==> config.mk <==
export PLATFORM = sky130hd
export DESIGN_NAME = prr_rate_gen
export DESIGN_NICKNAME = d
export VERILOG_FILES = /design/src/rtl/prr_pkg.sv /design/src/rtl/prr_base_counter.sv /design/src/rtl/prr_rate_decode.sv /design/src/rtl/prr_event_gen.sv /design/src/rtl/prr_rate_gen.sv
export SDC_FILE = /design/constraint.sdc
export NUM_CORES = 1
export LEC_CHECK = 0
export ABC_AREA = 1
export BUFFER_PORTS_ARGS = -buffer_cell sky130_fd_sc_hd__buf_2
export CAP_MARGIN = 5
export CORE_MARGIN = 2
export CORE_UTILIZATION = 50
export CTS_CLUSTER_DIAMETER = 30
export DETAILED_ROUTE_END_ITERATION = 8
export PLACE_DENSITY = 0.66
export SLEW_MARGIN = 20
export SYNTH_ARGS = -nofsm -noshare
export SYNTH_HDL_FRONTEND = slang
export SYNTH_HIERARCHICAL = 1
export SYNTH_SLANG_ARGS = --single-unit
==> constraint.sdc <==
create_clock -name clk_i -period 2.65 [get_ports clk_i]
set_input_delay 0.3975 -clock clk_i [delete_from_list [all_inputs] [get_ports clk_i]]
set_output_delay 0.3975 -clock clk_i [all_outputs]
set_load 0.05 [all_outputs]
==> src/rtl/prr_pkg.sv <==
package prr_pkg;
  localparam int unsigned SHIFT_W = 8;

  // Maps a rate code to log2 of its period, folding the low alias codes upward.
  function automatic logic [SHIFT_W-1:0] rate_shift(input logic [SHIFT_W-1:0] code,
                                                    input logic [SHIFT_W-1:0] alias_last,
                                                    input logic [SHIFT_W-1:0] alias_ofs);
    logic [SHIFT_W-1:0] c;
    c = (code <= alias_last) ? code + alias_ofs : code;
    return c - 1'b1;
  endfunction
endpackage

==> src/rtl/prr_base_counter.sv <==
module prr_base_counter #(
  parameter int unsigned CNT_W = 15
) (
  input  logic             clk_i,
  input  logic             rst_ni,
  input  logic             tick_i,
  output logic [CNT_W-1:0] cnt_o,
  output logic [CNT_W-1:0] nxt_o
);
  logic [CNT_W-1:0] cnt_q;

  assign nxt_o = cnt_q + 1'b1;
  assign cnt_o = cnt_q;

  always_ff @(posedge clk_i or negedge rst_ni) begin
    if (!rst_ni)     cnt_q <= '0;
    else if (tick_i) cnt_q <= nxt_o;
  end
endmodule

==> src/rtl/prr_rate_decode.sv <==
module prr_rate_decode
  import prr_pkg::*;
#(
  parameter int unsigned CODE_W     = 4,
  parameter int unsigned CNT_W      = 15,
  parameter int unsigned ALIAS_LAST = 2,
  parameter int unsigned ALIAS_OFS  = 7
) (
  input  logic [CODE_W-1:0] rate_i,
  input  logic              en_i,
  output logic              active_o,
  output logic [CNT_W-1:0]  mask_o
);
  logic [SHIFT_W-1:0] shift;

  assign active_o = en_i && (rate_i != '0);
  assign shift    = rate_shift(SHIFT_W'(rate_i), SHIFT_W'(ALIAS_LAST), SHIFT_W'(ALIAS_OFS));

  // Low 'shift' bits of the count must be zero for an event.
  for (genvar i = 0; i < CNT_W; i++) begin : g_mask
    assign mask_o[i] = (SHIFT_W'(i) < shift);
  end
endmodule

==> src/rtl/prr_event_gen.sv <==
module prr_event_gen #(
  parameter int unsigned CNT_W = 15
) (
  input  logic             clk_i,
  input  logic             rst_ni,
  input  logic             tick_i,
  input  logic             active_i,
  input  logic [CNT_W-1:0] nxt_i,
  input  logic [CNT_W-1:0] mask_i,
  output logic             evt_o
);
  logic hit;

  assign hit = tick_i && active_i && ((nxt_i & mask_i) == '0);

  always_ff @(posedge clk_i or negedge rst_ni) begin
    if (!rst_ni) evt_o <= 1'b0;
    else         evt_o <= hit;
  end
endmodule

==> src/rtl/prr_rate_gen.sv <==
module prr_rate_gen #(
  parameter int unsigned CODE_W     = 4,
  parameter int unsigned CNT_W      = 15,
  parameter int unsigned ALIAS_LAST = 2,
  parameter int unsigned ALIAS_OFS  = 7
) (
  input  logic              clk_i,
  input  logic              rst_ni,
  input  logic              tick_i,
  input  logic [CODE_W-1:0] rate_i,
  input  logic              en_i,
  output logic              evt_o
);
  logic [CNT_W-1:0] cnt_q;
  logic [CNT_W-1:0] cnt_nxt;
  logic [CNT_W-1:0] mask;
  logic             active;

  prr_base_counter #(.CNT_W(CNT_W)) u_cnt (
    .clk_i  (clk_i),
    .rst_ni (rst_ni),
    .tick_i (tick_i),
    .cnt_o  (cnt_q),
    .nxt_o  (cnt_nxt)
  );

  prr_rate_decode #(
    .CODE_W     (CODE_W),
    .CNT_W      (CNT_W),
    .ALIAS_LAST (ALIAS_LAST),
    .ALIAS_OFS  (ALIAS_OFS)
  ) u_dec (
    .rate_i   (rate_i),
    .en_i     (en_i),
    .active_o (active),
    .mask_o   (mask)
  );

  prr_event_gen #(.CNT_W(CNT_W)) u_evt (
    .clk_i    (clk_i),
    .rst_ni   (rst_ni),
    .tick_i   (tick_i),
    .active_i (active),
    .nxt_i    (cnt_nxt),
    .mask_i   (mask),
    .evt_o    (evt_o)
  );
endmodule

==> metrics.md <==
| Metric | Value |
|---|---|
| Worst EP required | `2880 ps` |
| Antenna cell count | `0` |
| LEAKAGE | `0.843 nW` |
| Iteration count of the initial detailed-routing pass | `4` |
| Compound-cell area share of the yosys netlist | `0.0563` |
| Final max-slew violation count | `0` |
| Clock-pin slew on the worst setup and hold paths | `about 100 ps` |
| Remaining DRCs | `0` |
| Floorplan die width | `58.2 µm` |
| Sequential fraction of the synthesis area | `0.273` |
| Worst path most repeated cell | `sky130_fd_sc_hd__nand2_1` |
| Die Footprint | `roughly 3400 µm²` |
| Global-route wire length before repair | `about 5.2 mm` |
| Antenna violations before repair | `0` |
| CTS Buf Count | `3` |
| Final worst path period share | `0.803` |
| Final hold violation count | `0` |
| Number of nets still failing antenna checks after routing | `0` |
| Half-perimeter wire length after detailed placement | `2.44 mm` |
| Actual slew at the worst max-slew pin | `440 ps` |
| Dominant synthesized flop cell | `sky130_fd_sc_hd__dfrtp_1` |
| Instance count of the mapped netlist | `226` |
| Arrival time at the worst endpoint | `between 2000 and 2500 ps` |
| Adder and majority gate portion of the synthesized area | `0.0512` |
| Post_cts resized | `0` |
| Number of H-tree levels | `1` |
| Area of the core | `2780 µm²` |
| Async S/R FF share, synth | `1.00` |
| Max-Cap Viols | `0` |
| Area growth, synth to finish | `5.29%` |
| Startpoint types | `primary input` |
| Number of buffers inserted by post-CTS setup repair | `0` |
| Worst-path fanout max | `11` |
| Worst-path cell chain | `buf_2 > inv_1 > ha_1 > inv_1 > nand2_1 > nand2_1 > nand2_1 > nand2_2 > ha_1 > nand3_1 > o21ai_0 > nand2_1 > nand2_1 > nor2_1 > nand2_1 > nor2_1` |
| Yosys reg bits | `16` |
| Total grt overflow | `0` |
| Maximum number of pins on one net before global-route repair | `20` |
| Number of buffer and inverter stages on the critical path | `3` |
| Delay of the slowest cell on the worst path | `360 ps` |
| Total chip power | `813 µW` |
| Proportion of synthesized area in mux cells | `0` |
| Chip Height | `between 50 and 60 µm` |
| EDFF count, synth | `0` |
| Fraction of the mapped netlist area in simple logic gates | `0.467` |
| Combined global-route utilization of all metal layers | `0.203` |
| Unrepaired setup endpoints after global routing | `no` |
| Share of final-layout standard cells stronger than drive strength 1 | `0.142` |
| Class of the most critical hold timing path | `primary input to asynchronous set/reset pin` |
| Worst Setup End Kind | `register` |
| Net count, final | `248` |
| Combinational family with the most area after synthesis | `simple AND/OR/NAND/NOR gates` |
| Power density over cell area | `526 nW/µm²` |
| Synthesized cell area | `1470 µm²` |
| Boundary pin count | `9` |
| Min Clock Period, post-route | `2130 ps` |
| Number of vias after detailed routing | `1363` |
| Syn Area/Cell | `6.49 µm²` |
| Ys Warns | `6` |
| Setup Viol. Count Final | `0` |
| Category of the critical setup timing path | `primary input to register` |
| Synthesized net count | `240` |
| DRT iter0 DRCs | `84` |
| CTS max path bufs | `2` |
| VDD IR-drop max | `slightly above 400 µV` |
| Xor/xnor share of the synthesized area | `0.0580` |
| Number of global-route vias before repair | `1194` |
| Post-detailed-route wirelength per cell | `11.6 µm` |
| Outcome | `complete, no violations` |
| Global placer's final weighted congestion | `between 0.8 and 0.9` |
| Number of library cell types mapped by synthesis | `25` |
| Clock tree from TritonCTS | `built` |
| Worst clock skew | `slightly below 4 ps` |
| CP Depth | `16` |
| Clock Latency Late Sink | `~290 ps` |
| Wire length after detailed routing | `between 3 and 4 mm` |
| Number of sinks driven by the clock tree | `16` |
| Post-CTS Hold Buffers | `0` |
| Upper clock frequency limit | `470 MHz` |
| Number of cells on the worst reg-to-reg path | `10` |
| Worst slew margin relative to its limit | `0.706` |
| Final TNS setup | `0 ps` |
| Port bufs | `8` |
| Starting density of the core | `0.528` |
| Placement Rows | `19` |
| Kind of cell adding the most delay to the critical path | `simple AND/OR/NAND/NOR gates` |
| Clock Tree Root | `sky130_fd_sc_hd__clkbuf_4` |
| Vias per cell | `5.16` |
| Highest-delay cell along the critical path | `sky130_fd_sc_hd__nand3_1` |
[area by class of cell]
type                            instances  area (µm²)
Clock buffer                            4        36.3
Fill cell                             278        1240
Inverter                               27         101
Multi-Input combinational cell        178         928
Sequential cell                        16         400
Tap cell                               31        38.8
Timing Repair Buffer                    8        40.0
[where the power goes]
group | internal, mW | switching, mW | total (mW)
Combinational | 0.115 | 0.198 | 0.313
Sequential | 0.287 | 0.0466 | 0.334
Clock | 0.0837 | 0.0831 | 0.167
[path summary, 6_finish.rpt]
check                                 from         endpoint  slack, ps
min reg2reg                u_cnt/cnt_o[14]  u_cnt/cnt_o[14]        520
min in group clk_i                  tick_i   u_cnt/cnt_o[8]        500
min                                 rst_ni  u_cnt/cnt_o[11]          4
max reg2reg                 u_cnt/cnt_o[0]      u_evt/evt_o        890
max                              rate_i[0]      u_evt/evt_o        520
max in group asynchronous           rst_ni   u_cnt/cnt_o[6]       2380
[worst register-to-register path, delay by kind of cell (launching register included)]
family / cells / cell delay [ps]
DFF: 1 / 440
adders and majority gates: 1 / 230
and+or+nand+nor: 9 / 1020
[Yosys cell counts, types with 2 or more instances]
| library cell | number | area (µm²) |
|---|---|---|
| sky130_fd_sc_hd__nand3_2 | 3 | 30.0 |
| sky130_fd_sc_hd__buf_2 | 3 | 15.0 |
| sky130_fd_sc_hd__nand4_1 | 4 | 25.0 |
| sky130_fd_sc_hd__nand2_1 | 92 | 345 |
| sky130_fd_sc_hd__xnor2_2 | 2 | 32.5 |
| sky130_fd_sc_hd__dfrtp_1 | 16 | 400 |
| sky130_fd_sc_hd__buf_6 | 2 | 22.5 |
| sky130_fd_sc_hd__xor2_1 | 6 | 52.6 |
| sky130_fd_sc_hd__ha_1 | 6 | 75.1 |
| sky130_fd_sc_hd__nor2_4 | 2 | 22.5 |
| sky130_fd_sc_hd__nor2_1 | 15 | 56.3 |
| sky130_fd_sc_hd__o21ai_0 | 6 | 30.0 |
| sky130_fd_sc_hd__nand3b_1 | 3 | 22.5 |
| sky130_fd_sc_hd__and2_1 | 4 | 25.0 |
| sky130_fd_sc_hd__nand3_1 | 17 | 85.1 |
| sky130_fd_sc_hd__nand2_2 | 6 | 37.5 |
| sky130_fd_sc_hd__a21oi_1 | 3 | 15.0 |
| sky130_fd_sc_hd__inv_1 | 26 | 97.6 |
| sky130_fd_sc_hd__nor2_2 | 4 | 25.0 |
[logic make-up (layout without fill, tap and decap cells)]
family                     after synthesis  in the layout
and+or+nand+nor                        151            151
buffers and inverters                   32             39
DFF                                     16             16
adders and majority gates                6              6
AOI/OAI and AO/OA                       13             13
xor gates and xnor gates                 8              8
[per-stage QoR]
| step | instances | hold WS (ps) | worst slack [ps] | utilization | area [µm²] |
|---|---|---|---|---|---|
| after global routing | 264 | 12.7 | 315 | 0.556 | 1550 |
| after floorplan | 226 | 102 | 670 | - | 1470 |
| after detailed placement | 260 | 332 | 259 | 0.543 | 1510 |
| final | 264 | 3.51 | 521 | 0.556 | 1550 |
| after CTS | 264 | 9.70 | 565 | 0.556 | 1550 |
| after global placement | 260 | 327 | 329 | 0.543 | 1510 |
[cells in the final DEF (no fill, tap or decap)]
cell                       instances
sky130_fd_sc_hd__nand2_1          92
sky130_fd_sc_hd__inv_1            26
sky130_fd_sc_hd__nand3_1          17
sky130_fd_sc_hd__dfrtp_1          16
sky130_fd_sc_hd__nor2_1           15
sky130_fd_sc_hd__buf_2             8
sky130_fd_sc_hd__nand2_2           6
sky130_fd_sc_hd__xor2_1            6
sky130_fd_sc_hd__o21ai_0           6
sky130_fd_sc_hd__ha_1              6
sky130_fd_sc_hd__nor2_2            4
sky130_fd_sc_hd__nand4_1           4
sky130_fd_sc_hd__and2_1            4
sky130_fd_sc_hd__clkbuf_4          3
sky130_fd_sc_hd__nand3_2           3
sky130_fd_sc_hd__nand3b_1          3
sky130_fd_sc_hd__a21oi_1           3
sky130_fd_sc_hd__nor2_4            2
sky130_fd_sc_hd__xnor2_2           2
sky130_fd_sc_hd__clkbuf_8          1
sky130_fd_sc_hd__inv_2             1
sky130_fd_sc_hd__o21ai_1           1
sky130_fd_sc_hd__a21boi_0          1
sky130_fd_sc_hd__nand2_4           1
sky130_fd_sc_hd__a21oi_2           1
sky130_fd_sc_hd__a21oi_4           1
[layer usage]
layer  global-route usage  share of wire  routed length [µm]  vias up
met4               0.0797          0.013                  40        0
li1                     -              -                   -      713
met3               0.0379          0.032                  98        5
met1                0.276           0.50                1520      622
met5                    0              0                   0        -
met2                0.320           0.46                1400       23
[sequential cells by signal, summed over array words and instances, names as in the netlist]
register / count
u_cnt/cnt_o: 15
u_evt/evt_o: 1
(Power assumes the default switching activity.)
